$ cat config.mk
export PLATFORM = sky130hd
export DESIGN_NAME = potspi_wiper_slave
export DESIGN_NICKNAME = d
export VERILOG_FILES = /design/src/rtl/potspi_pkg.sv /design/src/rtl/potspi_pin_sync.sv /design/src/rtl/potspi_edge.sv /design/src/rtl/potspi_frame.sv /design/src/rtl/potspi_regs.sv /design/src/rtl/potspi_wiper_slave.sv
export SDC_FILE = /design/constraint.sdc
export NUM_CORES = 1
export LEC_CHECK = 0
export BUFFER_PORTS_ARGS = -buffer_cell sky130_fd_sc_hd__buf_2
export CAP_MARGIN = 25
export CORE_UTILIZATION = 45
export CTS_CLUSTER_SIZE = 10
export DETAILED_ROUTE_END_ITERATION = 8
export PLACE_DENSITY = 0.63
export SYNTH_ARGS = -nofsm -noshare
export SYNTH_HDL_FRONTEND = slang
export SYNTH_SLANG_ARGS = --single-unit
$ cat constraint.sdc
create_clock -name clk -period 3.3 [get_ports clk]
set_input_delay 0.99 -clock clk [delete_from_list [all_inputs] [get_ports clk]]
set_output_delay 0.99 -clock clk [all_outputs]
set_load 0.02 [all_outputs]
$ cat src/rtl/potspi_pkg.sv
`timescale 1ns/1ps
package potspi_pkg;
    localparam int FRAME_W = 16;
    localparam int BYTE_W  = 8;
    localparam int OP_W    = 3;
    localparam int ADDR_W  = 5;

    localparam logic [OP_W-1:0] OP_NOP    = 3'b000;
    localparam logic [OP_W-1:0] OP_CTL_RD = 3'b001;
    localparam logic [OP_W-1:0] OP_CTL_WR = 3'b011;
    localparam logic [OP_W-1:0] OP_SEL_RD = 3'b100;
    localparam logic [OP_W-1:0] OP_SEL_WR = 3'b110;
    localparam logic [OP_W-1:0] REPLY_TAG = 3'b111;

    localparam logic [ADDR_W-1:0] ADDR_TAP0 = 5'h00;
    localparam logic [ADDR_W-1:0] ADDR_TAP1 = 5'h01;
    localparam logic [ADDR_W-1:0] ADDR_CTL  = 5'h10;

    localparam logic [BYTE_W-1:0] TAP_RST  = 8'h80;
    localparam logic [BYTE_W-1:0] CTL_RST  = 8'h40;
    localparam int CTL_RUN_BIT   = 6;
    localparam int CTL_ODRAIN_BIT = 1;
    localparam logic [BYTE_W-1:0] CTL_KEEP = 8'h42;

    typedef struct packed {
        logic [BYTE_W-1:0] tap;
        logic [BYTE_W-1:0] ctl;
    } potregs_t;
endpackage

$ cat src/rtl/potspi_pin_sync.sv
`timescale 1ns/1ps
module potspi_pin_sync #(
    parameter int N      = 3,
    parameter int STAGES = 2
) (
    input  logic         clk,
    input  logic         rst_n,
    input  logic [N-1:0] pins_i,
    output logic [N-1:0] level_o
);
    logic [STAGES-1:0][N-1:0] pipe_d, pipe_q;

    always_comb begin
        pipe_d[0] = pins_i;
        for (int s = 1; s < STAGES; s++) begin
            pipe_d[s] = pipe_q[s-1];
        end
    end

    always_ff @(posedge clk or negedge rst_n) begin
        if (!rst_n) begin
            pipe_q <= '0;
        end else begin
            pipe_q <= pipe_d;
        end
    end

    assign level_o = pipe_q[STAGES-1];
endmodule

$ cat src/rtl/potspi_edge.sv
`timescale 1ns/1ps
module potspi_edge #(
    parameter int N = 2
) (
    input  logic         clk,
    input  logic         rst_n,
    input  logic [N-1:0] level_i,
    output logic [N-1:0] rise_o,
    output logic [N-1:0] fall_o
);
    logic [N-1:0] prev_d, prev_q;

    always_comb begin
        prev_d = level_i;
    end

    always_ff @(posedge clk or negedge rst_n) begin
        if (!rst_n) begin
            prev_q <= '0;
        end else begin
            prev_q <= prev_d;
        end
    end

    genvar g;
    generate
        for (g = 0; g < N; g++) begin : g_edge
            assign rise_o[g] = level_i[g] & ~prev_q[g];
            assign fall_o[g] = ~level_i[g] & prev_q[g];
        end
    endgenerate
endmodule

$ cat src/rtl/potspi_frame.sv
`timescale 1ns/1ps
module potspi_frame
    import potspi_pkg::*;
#(
    parameter int WORD_W = FRAME_W
) (
    input  logic              clk,
    input  logic              rst_n,
    input  logic              sel_fall_i,
    input  logic              sel_rise_i,
    input  logic              sck_rise_i,
    input  logic              sck_fall_i,
    input  logic              sdi_i,
    output logic [WORD_W-1:0] probe_word_o,
    input  logic              probe_is_read_i,
    input  logic [WORD_W-1:0] probe_reply_i,
    output logic              commit_o,
    output logic [WORD_W-1:0] commit_word_o,
    output logic              sdo_bit_o,
    output logic              active_o
);
    localparam int CNT_W = $clog2(WORD_W);
    localparam logic [CNT_W-1:0] CNT_LAST = CNT_W'(WORD_W - 1);

    typedef struct packed {
        logic [WORD_W-1:0] shift;
        logic [CNT_W-1:0]  cnt;
        logic              full;
        logic              active;
        logic              sdo;
    } frame_t;

    frame_t st_d, st_q;
    logic [WORD_W-1:0] shifted;
    logic              wrap;

    always_comb begin
        shifted      = {st_q.shift[WORD_W-2:0], sdi_i};
        wrap         = (st_q.cnt == CNT_LAST);
        probe_word_o = sel_fall_i ? st_q.shift : shifted;
    end

    always_comb begin
        st_d = st_q;
        if (sel_fall_i) begin
            st_d.active = 1'b1;
            st_d.cnt    = '0;
            st_d.full   = 1'b0;
            if (probe_is_read_i) begin
                st_d.shift = probe_reply_i;
                st_d.sdo   = probe_reply_i[WORD_W-1];
            end else begin
                st_d.sdo   = st_q.shift[WORD_W-1];
            end
        end else if (sel_rise_i) begin
            st_d.active = 1'b0;
        end else if (st_q.active) begin
            if (sck_rise_i) begin
                if (wrap) begin
                    st_d.cnt  = '0;
                    st_d.full = 1'b1;
                    st_d.shift = probe_is_read_i ? probe_reply_i : shifted;
                end else begin
                    st_d.cnt   = st_q.cnt + 1'b1;
                    st_d.shift = shifted;
                end
            end
            if (sck_fall_i) begin
                st_d.sdo = st_q.shift[WORD_W-1];
            end
        end
    end

    always_ff @(posedge clk or negedge rst_n) begin
        if (!rst_n) begin
            st_q <= '0;
        end else begin
            st_q <= st_d;
        end
    end

    assign commit_o      = sel_rise_i & st_q.active & st_q.full & (st_q.cnt == '0);
    assign commit_word_o = st_q.shift;
    assign sdo_bit_o     = st_q.sdo;
    assign active_o      = st_q.active;
endmodule

$ cat src/rtl/potspi_regs.sv
`timescale 1ns/1ps
module potspi_regs
    import potspi_pkg::*;
#(
    parameter int WORD_W = FRAME_W
) (
    input  logic              clk,
    input  logic              rst_n,
    input  logic              commit_i,
    input  logic [WORD_W-1:0] commit_word_i,
    input  logic [WORD_W-1:0] probe_word_i,
    output logic              probe_is_read_o,
    output logic [WORD_W-1:0] probe_reply_o,
    output logic [BYTE_W-1:0] tap_o,
    output logic              shutdown_o,
    output logic              odrain_o
);
    localparam int OP_LSB   = WORD_W - OP_W;
    localparam int ADDR_LSB = OP_LSB - ADDR_W;

    potregs_t rg_d, rg_q;

    logic [OP_W-1:0]   p_op, c_op;
    logic [ADDR_W-1:0] p_addr, c_addr, hdr_addr;
    logic [BYTE_W-1:0] c_data, rd_data;

    function automatic logic is_tap(input logic [ADDR_W-1:0] a);
        return (a == ADDR_TAP0) || (a == ADDR_TAP1);
    endfunction

    always_comb begin
        p_op     = probe_word_i[WORD_W-1 -: OP_W];
        p_addr   = probe_word_i[OP_LSB-1 -: ADDR_W];
        probe_is_read_o = 1'b0;
        hdr_addr = p_addr;
        rd_data  = '0;
        if (p_op == OP_CTL_RD) begin
            probe_is_read_o = 1'b1;
            hdr_addr = ADDR_CTL;
            rd_data  = rg_q.ctl;
        end else if (p_op == OP_SEL_RD) begin
            probe_is_read_o = 1'b1;
            if (is_tap(p_addr)) begin
                rd_data = rg_q.tap;
            end else if (p_addr == ADDR_CTL) begin
                rd_data = rg_q.ctl;
            end
        end
        probe_reply_o = {REPLY_TAG, hdr_addr, rd_data};
    end

    always_comb begin
        c_op   = commit_word_i[WORD_W-1 -: OP_W];
        c_addr = commit_word_i[OP_LSB-1 -: ADDR_W];
        c_data = commit_word_i[ADDR_LSB-1:0];
        rg_d   = rg_q;
        if (commit_i) begin
            if (c_op == OP_CTL_WR) begin
                rg_d.ctl = c_data & CTL_KEEP;
            end else if (c_op == OP_SEL_WR) begin
                if (is_tap(c_addr)) begin
                    rg_d.tap = c_data;
                end else if (c_addr == ADDR_CTL) begin
                    rg_d.ctl = c_data & CTL_KEEP;
                end
            end
        end
    end

    always_ff @(posedge clk or negedge rst_n) begin
        if (!rst_n) begin
            rg_q.tap <= TAP_RST;
            rg_q.ctl <= CTL_RST;
        end else begin
            rg_q <= rg_d;
        end
    end

    assign tap_o      = rg_q.tap;
    assign shutdown_o = ~rg_q.ctl[CTL_RUN_BIT];
    assign odrain_o   = rg_q.ctl[CTL_ODRAIN_BIT];
endmodule

$ cat src/rtl/potspi_wiper_slave.sv
`timescale 1ns/1ps
module potspi_wiper_slave
    import potspi_pkg::*;
#(
    parameter int SYNC_STAGES = 2
) (
    input  logic              clk,
    input  logic              rst_n,
    input  logic              spi_sck,
    input  logic              spi_cs_n,
    input  logic              spi_sdi,
    output logic              spi_sdo,
    output logic              spi_sdo_oe,
    output logic [BYTE_W-1:0] tap_code,
    output logic              shutdown,
    output logic              sdo_open_drain
);
    localparam int PIN_N  = 3;
    localparam int PIN_CS = 2;
    localparam int PIN_CK = 1;
    localparam int PIN_DI = 0;

    logic [PIN_N-1:0] pin_lvl;
    logic [1:0]       edge_rise, edge_fall;
    logic [FRAME_W-1:0] probe_word, probe_reply, commit_word;
    logic probe_is_read, commit, sdo_bit, active;

    potspi_pin_sync #(.N(PIN_N), .STAGES(SYNC_STAGES)) u_sync (
        .clk     (clk),
        .rst_n   (rst_n),
        .pins_i  ({spi_cs_n, spi_sck, spi_sdi}),
        .level_o (pin_lvl)
    );

    potspi_edge #(.N(2)) u_edge (
        .clk     (clk),
        .rst_n   (rst_n),
        .level_i ({pin_lvl[PIN_CS], pin_lvl[PIN_CK]}),
        .rise_o  (edge_rise),
        .fall_o  (edge_fall)
    );

    potspi_frame #(.WORD_W(FRAME_W)) u_frame (
        .clk             (clk),
        .rst_n           (rst_n),
        .sel_fall_i      (edge_fall[1]),
        .sel_rise_i      (edge_rise[1]),
        .sck_rise_i      (edge_rise[0]),
        .sck_fall_i      (edge_fall[0]),
        .sdi_i           (pin_lvl[PIN_DI]),
        .probe_word_o    (probe_word),
        .probe_is_read_i (probe_is_read),
        .probe_reply_i   (probe_reply),
        .commit_o        (commit),
        .commit_word_o   (commit_word),
        .sdo_bit_o       (sdo_bit),
        .active_o        (active)
    );

    potspi_regs #(.WORD_W(FRAME_W)) u_regs (
        .clk             (clk),
        .rst_n           (rst_n),
        .commit_i        (commit),
        .commit_word_i   (commit_word),
        .probe_word_i    (probe_word),
        .probe_is_read_o (probe_is_read),
        .probe_reply_o   (probe_reply),
        .tap_o           (tap_code),
        .shutdown_o      (shutdown),
        .odrain_o        (sdo_open_drain)
    );

    assign spi_sdo    = sdo_bit & ~sdo_open_drain;
    assign spi_sdo_oe = ~spi_cs_n & active & (~sdo_open_drain | ~sdo_bit);
endmodule

==> key figures, run 1 <==
Global routing
  • First-pass GRT wire length: 7.20 mm
  • Initial antenna violation count: 0
  • Gr ovfl total: 0
  • Gr usage total: 18.4%
  • Vias in the first global route: 1,507
  • Largest net degree at the start of global routing: 42

Floorplan
  • Core area: around 4500 µm²
  • Number of core rows: 24
  • Die width: 71.2 µm
  • Die area: 5070 µm²
  • Die Y: 71.2 µm
  • IO Count: 17
  • Initial Util: between 40% and 50%

Place
  • Routability cong.: 0.919
  • HPWL Detailed: 3.02 mm
  • Port bufs: 16
  • Cell Area, Placed: 2180 µm²

Critical path
  • R2R cell count: 8
  • Worst r2r dst: u_frame.commit_word_o[9]$_DFFE_PN0P_
  • Worst r2r src: u_sync.level_o[2]$_DFF_PN0_
  • Startpoint Class: register
  • Reg2Reg Setup Slack: 490 ps
  • Element type at the critical path end: register
  • CP arrival: 2990 ps
  • Kind of critical path: reg -> reg
  • Critical Path Fanout Max: 22
  • Req. time, crit path: 3490 ps

Worst hold path
  • Type of the tightest min-delay check: reg -> reg
  • Hold depth: 0
  • Worst Hold End: u_sync.level_o[1]$_DFF_PN0_
  • Min-Delay Startpoint: u_sync.pipe_d[4]$_DFF_PN0_

Timing
  • Clock Skew: roughly 4 ps
  • Final Hold Vio Count: 0
  • Endpoints failing setup: 0
  • Minimum clock period: 2810 ps
  • Worst hold margin: 361 ps
  • F_max: 0.356 GHz
  • Final Max Slew Viols: 0
  • Worst rel slew slack: 41.0%
  • Final period util: 85.1%
  • Worst-margin pin slew: 885 ps
  • Fin Setup TNS: 0 ps
  • RSZ-0062 raised after global routing: no

Clock network
  • Number of gates resized after CTS: 0
  • Clock latency on the worst-skew pair: 290 ps
  • Clk root buf: clkbuf_8
  • Hold_buf cts: 0
  • Post-CTS setup buffers: 0
  • CTS tree: built
  • # clock sinks: 41
  • CTS Buffer Depth: 2
  • Worst-path clk slew: 80 ps
  • CTS Buf Count: 5
  • H-tree levels: 2

Logic synthesis
  • Synth Flop Type: dfrtp_1
  • Synth Instances: 195
  • Simple-gate share of the synthesized area: between 10% and 20%
  • Post-synthesis cell area: about 2200 µm²
  • Yosys warnings: 0
  • Fraction of the yosys area taken by sequential cells: 47.8%
  • Ys async rst share: 100%
  • Yosys reg bits: 41
  • Synth area leader: dfrtp_1
  • Top cell type's share of synthesized area: 45.3%
  • Mux contribution to synthesized area: 5.40%
  • Syn Area/Cell: around 11 µm²
  • Largest family of logic cells by synthesized area: compound AO/OA/AOI/OAI gates
  • Post-synth EDFFs: 0
  • Synth Net Count: 206
  • Synth Area in Adders: around 3.5%
  • Synth cell types: 53
  • Commonest cells in the netlist: dfrtp_1, nand2_1, nor2_1
  • Compound-Gate Fraction of Synth Area: approximately a fifth
  • Most frequent cell after synthesis: dfrtp_1
  • Post-Synth XOR/XNOR Area: 0.407%
  • Area contributors post-synth: dfrtp_1, mux2_2, ha_1, buf_4, a21oi_1

Finish
  • Final #Nets: 213
  • Diode count: 0
  • Layout fillers: between 400 and 500
  • Fin util: around half
  • Share of cells above drive strength 1: about a quarter
  • Final Instance Area: 2270 µm²
  • P&R area growth vs syn: 5.40%

Power and ir drop
  • Pwr Density: 703 nW/µm²
  • Pleak: 0.970 nW
  • VDD IR max: between 0.0003 and 0.0004 V

Routing
  • Post-Route WL: 4.25 mm
  • Via count: 1,492
  • DR DRC count: 0
  • Initial drt markers: 85
  • Pre-Repair DR Iteration Count: 6
  • Via density: approximately 5.9
  • WL per Instance: between 15 and 20 µm
  • Post-DRT Antenna Nets: 0

Status
  • Status: finished, final reports clean

Job
  • Max-cap viol count: 0
-- worst max-delay path by stage --
stage | slack, ps | startpoint | depth (start not counted) | end
4_1_cts | 510 | u_sync.level_o[2]$_DFF_PN0_ | 8 | u_frame.commit_word_o[8]$_DFFE_PN0P_
5_1_grt | 280 | u_sync.level_o[2]$_DFF_PN0_ | 8 | u_frame.commit_word_o[9]$_DFFE_PN0P_
2_1_floorplan | 760 | spi_cs_n | 1 | spi_sdo_oe
6_report | 490 | u_sync.level_o[2]$_DFF_PN0_ | 8 | u_frame.commit_word_o[9]$_DFFE_PN0P_
3_3_place_gp | 660 | u_sync.level_o[2]$_DFF_PN0_ | 8 | u_frame.commit_word_o[8]$_DFFE_PN0P_
3_5_place_dp | 540 | u_sync.level_o[2]$_DFF_PN0_ | 8 | u_frame.commit_word_o[13]$_DFFE_PN0P_
-- critical path, cell delays in order (launching register included) --
cell and delay (ps):
dfrtp_1 420, inv_1 100, ha_1 470, inv_2 140
o21a_1 150, or3_1 490, a21oi_4 500, o21ai_1 210
a22o_1 220
-- state kept, by name, summed over array words and instances, names as in the netlist --
name,cells
u_edge.prev_q,2
u_frame.active_o,1
u_regs.odrain_o,1
u_sync.pipe_d,3
u_frame.commit_word_o,16
u_regs.rg_q,1
u_regs.tap_o,8
u_frame.sdo_bit_o,1
u_sync.level_o,3
u_frame.st_q,5
-- through the flow --
step | total power, W | std cells | worst slack, ps
after floorplan | 0.00116 | 195 | 764
after global routing | 0.00169 | 255 | 278
after CTS | 0.00161 | 255 | 513
final | 0.00159 | 255 | 492
after global placement | 0.00126 | 247 | 655
after detailed placement | 0.00128 | 247 | 541
-- report_power, final --
| group | internal, W | switching (W) |
|---|---|---|
| logic | 0.000209 | 0.000261 |
| registers | 0.000625 | 0.000177 |
| clock network | 0.000149 | 0.000174 |
-- per-layer routing --
metal  wire, µm  track usage [%]
met5          0                0
met2       2120             31.3
met3         92             2.99
met1       1970             23.5
met4         56             6.67
-- cells by family (layout without fill, tap and decap cells) --
kind of cell	after synthesis	after routing
AND/OR/NAND/NOR	56	56
multiplexers	10	10
AO/OA/AOI/OAI	53	53
XOR/XNOR	1	1
buffers and inverters	28	36
flip-flops	41	41
adder cells (fa/ha/maj)	6	6
-- final cells by class --
class                           instances  area [µm²]  area share (%)
Multi-Input combinational cell        126         960            42.3
Inverter                               11        41.3            1.82
Clock buffer                            6        72.6            3.20
Timing Repair Buffer                   17        87.6            3.86
Sequential cell                        41        1030            45.3
Clock inverter                          2        15.0           0.662
Tap cell                               52        65.1            2.87
-- cell usage in the layout, fill, tap and decap left out, types with 2 or more instances in the layout --
master,n
nor2_1,14
o21ai_0,8
o31ai_1,2
dfrtp_1,39
inv_1,9
a22oi_1,7
a21oi_1,11
clkbuf_8,5
dfstp_2,2
inv_2,2
and3_1,2
a22o_1,2
nor3_1,5
nand3b_1,3
nor4_1,2
mux2_2,9
nor2b_1,3
a31oi_1,2
ha_1,6
o22ai_1,2
o21ai_1,2
nor4_4,2
nand2_1,14
clkinvlp_4,2
o22a_1,3
buf_2,16
Power figures use the tool's default switching activity.
==> run 2: changes to the inputs <==
==> constraint.sdc (replaced) <==
create_clock -name clk -period 3.3 [get_ports clk]
set_input_delay 0.33 -clock clk [delete_from_list [all_inputs] [get_ports clk]]
set_output_delay 0.33 -clock clk [all_outputs]
set_load 0.02 [all_outputs]
==> run 2 against run 1 <==
Compared with the run above: setup slack better by 190 ps; global-route usage is 0.85 points lower; sequential share of layout area shrank 0.47 points; sequential power about the same; routed wire length fell by 7.2%; core utilization increased by 0.53 points; sequential cell count is the same; register-to-register slack better by 190 ps; first-iteration DRC count up 29%; final cell count unchanged; non-clock buffer count is 1 higher; combinational power down 1%; highest routed layer unchanged.
==> key figures, run 2 (synthesized netlist as in run 1, its figures left out) <==
Place
  • HPWL Detailed: 2.84 mm (-5.8%)
  • Cell Area, Placed: 2190 µm² (+0.34%)
  • Port bufs: 16 (unchanged)
  • Routability cong.: 0.960 (+4.5%)
  • Pre-CTS setup slack: 717 ps (+177 ps)

Critical path
  • CP Cell Sequence: inv_1 > ha_1 > nor2_1 > or3_1 > a21oi_4 > buf_4 > nor2_1 > nor3_1
  • Kind of critical path: reg -> reg
  • Stages on the worst setup path: 8 (unchanged)
  • CP arrival: 2830 ps (-160 ps)
  • Crit-path slowest cell: ha_1
  • Worst path most repeated cell: nor2_1
  • R2R cell count: 8 (unchanged)
  • Req. time, crit path: 3510 ps (+20 ps)
  • Delay-heaviest family, CP: simple AND/OR/NAND/NOR gates
  • Reg2Reg Setup Slack: 680 ps (+190 ps)
  • Element type at the critical path end: register
  • Buf+Inv Stages, Crit Path: 2 (unchanged)
  • Critical Path Fanout Max: 19 (-14%)
  • Startpoint Class: register
  • Critical path's largest stage delay: 610 ps (+110 ps)

Power and ir drop
  • Overall Power: 0.00165 W (+3.2%)
  • Pleak: 0.992 nW (+2.3%)
  • Pwr Density: 718 nW/µm² (+2.1%)
  • Sequential share of power: 48.6% (-1.7 points)
  • P_sw: 0.000591 W (-3.4%)
  • Pint: 0.00105 W (+7.3%)
  • Sw Ratio: 35.9% (-2.5 points)
  • Combinational Power Share: 28.3% (-1.2 points)
  • Clock power share: 23.1% (+2.9 points)
  • VDD IR max: 0.000364 V (+15%)

Global routing
  • Vias in the first global route: 1,441 (-4.4%)
  • Largest net degree at the start of global routing: 42 (unchanged)
  • Gr usage total: 17.5% (-0.85 points)
  • First-pass GRT wire length: 6.85 mm (-4.8%)
  • Gr ovfl total: 0 (unchanged)
  • Initial antenna violation count: 0 (unchanged)

Floorplan
  • Die Y: 71.2 µm (unchanged)
  • Die area: 5070 µm² (unchanged)
  • Die width: 71.2 µm (unchanged)
  • Core area: 4470 µm² (unchanged)
  • Initial Util: 48.1% (unchanged)
  • IO Count: 17 (unchanged)
  • Number of core rows: 24 (unchanged)

Clock network
  • Clock latency on the worst-skew pair: 290 ps (about the same)
  • CTS tree: built
  • # clock sinks: 41 (unchanged)
  • Post-CTS setup buffers: 0 (unchanged)
  • Worst-path clk slew: 80 ps (about the same)
  • Clk root buf: clkbuf_8
  • Hold_buf cts: 0 (unchanged)
  • CTS Buf Count: 5 (unchanged)
  • CTS Buffer Depth: 2 (unchanged)
  • H-tree levels: 2 (unchanged)
  • Number of gates resized after CTS: 0 (unchanged)

Timing
  • Final Hold Vio Count: 0 (unchanged)
  • Final period util: 79.4% (-5.7 points)
  • Minimum clock period: 2620 ps (-189 ps)
  • Fin Setup TNS: 0 ps (unchanged)
  • Worst rel slew slack: 42.7% (+1.7 points)
  • Clock Skew: 7.17 ps (+3.15 ps)
  • RSZ-0062 raised after global routing: no
  • Worst-margin pin slew: 859 ps (-26.0 ps)
  • F_max: 0.382 GHz (+7.2%)
  • Endpoints failing setup: 0 (unchanged)
  • Worst setup margin: 681 ps (+189 ps)
  • Final Max Slew Viols: 0 (unchanged)

Finish
  • Layout fillers: 394 (-2.7%)
  • Diode count: 0 (unchanged)
  • Max FFs per register: 16 (unchanged)
  • Leading cell type in the layout, fill and taps excluded: dfrtp_1
  • Final Instance Area: 2290 µm² (+1.0%)
  • Share of cells above drive strength 1: 25.1% (+0.49 points)
  • Multi-input logic area: 960 µm² (unchanged)
  • Sequential cell area: 1030 µm² (unchanged)
  • Most frequent cells in the layout: dfrtp_1, buf_2, nor2_1, nand2_1, a21oi_1
  • P&R area growth vs syn: 6.51%
  • Final #Nets: 214 (+0.47%)

Job
  • Max-cap viol count: 0 (unchanged)

Routing
  • DR DRC count: 0 (unchanged)
  • Via count: 1,477 (-1.0%)
  • Pre-Repair DR Iteration Count: 6 (unchanged)
  • Via density: 5.79 (-1.0%)
  • Initial drt markers: 110 (+29%)
  • WL per Instance: 15.5 µm (-7.2%)
  • Post-Route WL: 3.94 mm (-7.2%)
  • Post-DRT Antenna Nets: 0 (unchanged)

Status
  • Status: finished, final reports clean

Worst hold path
  • Type of the tightest min-delay check: in -> async
==> run 2: final cells by class <==
class	count	share of cell area, %
multi-input cells	126	41.8
inverters	11	1.80
clock buffers	5	3.00
repair buffers	18	4.15
flip-flops and latches	41	44.8
well taps	52	2.84
clock inverters	2	1.53
==> run 2: routing by layer <==
metal / GRT usage [%] / up-vias / wire length [µm]
met1: 24.4 / 717 / 1870
met5: 0 / - / 0
met4: 6.67 / 0 / 51
met2: 26.6 / 42 / 1860
met3: 4.27 / 5 / 165
li1: - / 713 / -
==> run 2: metrics by stage <==
step,hold slack (ps),cells,util [%]
after floorplan,34.4,195,-
after global placement,338,248,48.9
after detailed placement,340,248,48.9
after CTS,138,255,51.3
after global routing,129,255,51.3
final,145,255,51.3
==> run 2: worst paths after layout <==
path,from,endpoint
worst max-delay path,u_sync.level_o[2]$_DFF_PN0_,u_frame.commit_word_o[6]$_DFFE_PN0P_
worst min-delay path,rst_n,u_frame.st_q[4]$_DFFE_PN0P_
worst max register to register,u_sync.level_o[2]$_DFF_PN0_,u_frame.commit_word_o[6]$_DFFE_PN0P_
worst min register to register,u_sync.pipe_d[4]$_DFF_PN0_,u_sync.level_o[1]$_DFF_PN0_
max in group asynchronous,rst_n,u_regs.tap_o[0]$_DFFE_PN0P_
min in group clk,spi_sck,u_sync.pipe_d[4]$_DFF_PN0_
==> run 2: power by group through the flow <==
stage	Sequential (W)	Clock [W]	Combinational, W
2_1_floorplan	0.000730	0	0.000433
3_3_place_gp	0.000806	0	0.000456
3_5_place_dp	0.000808	0	0.000464
4_1_cts	0.000798	0.000391	0.000469
5_1_grt	0.000821	0.000411	0.000527
6_report	0.000800	0.000381	0.000465
==> run 2: worst reg2reg max path, stage by stage (launching register included) <==
cell,delay (ps)
dfrtp_1,410
inv_1,90
ha_1,620
nor2_1,160
or3_1,480
a21oi_4,330
buf_4,240
nor2_1,50
nor3_1,170
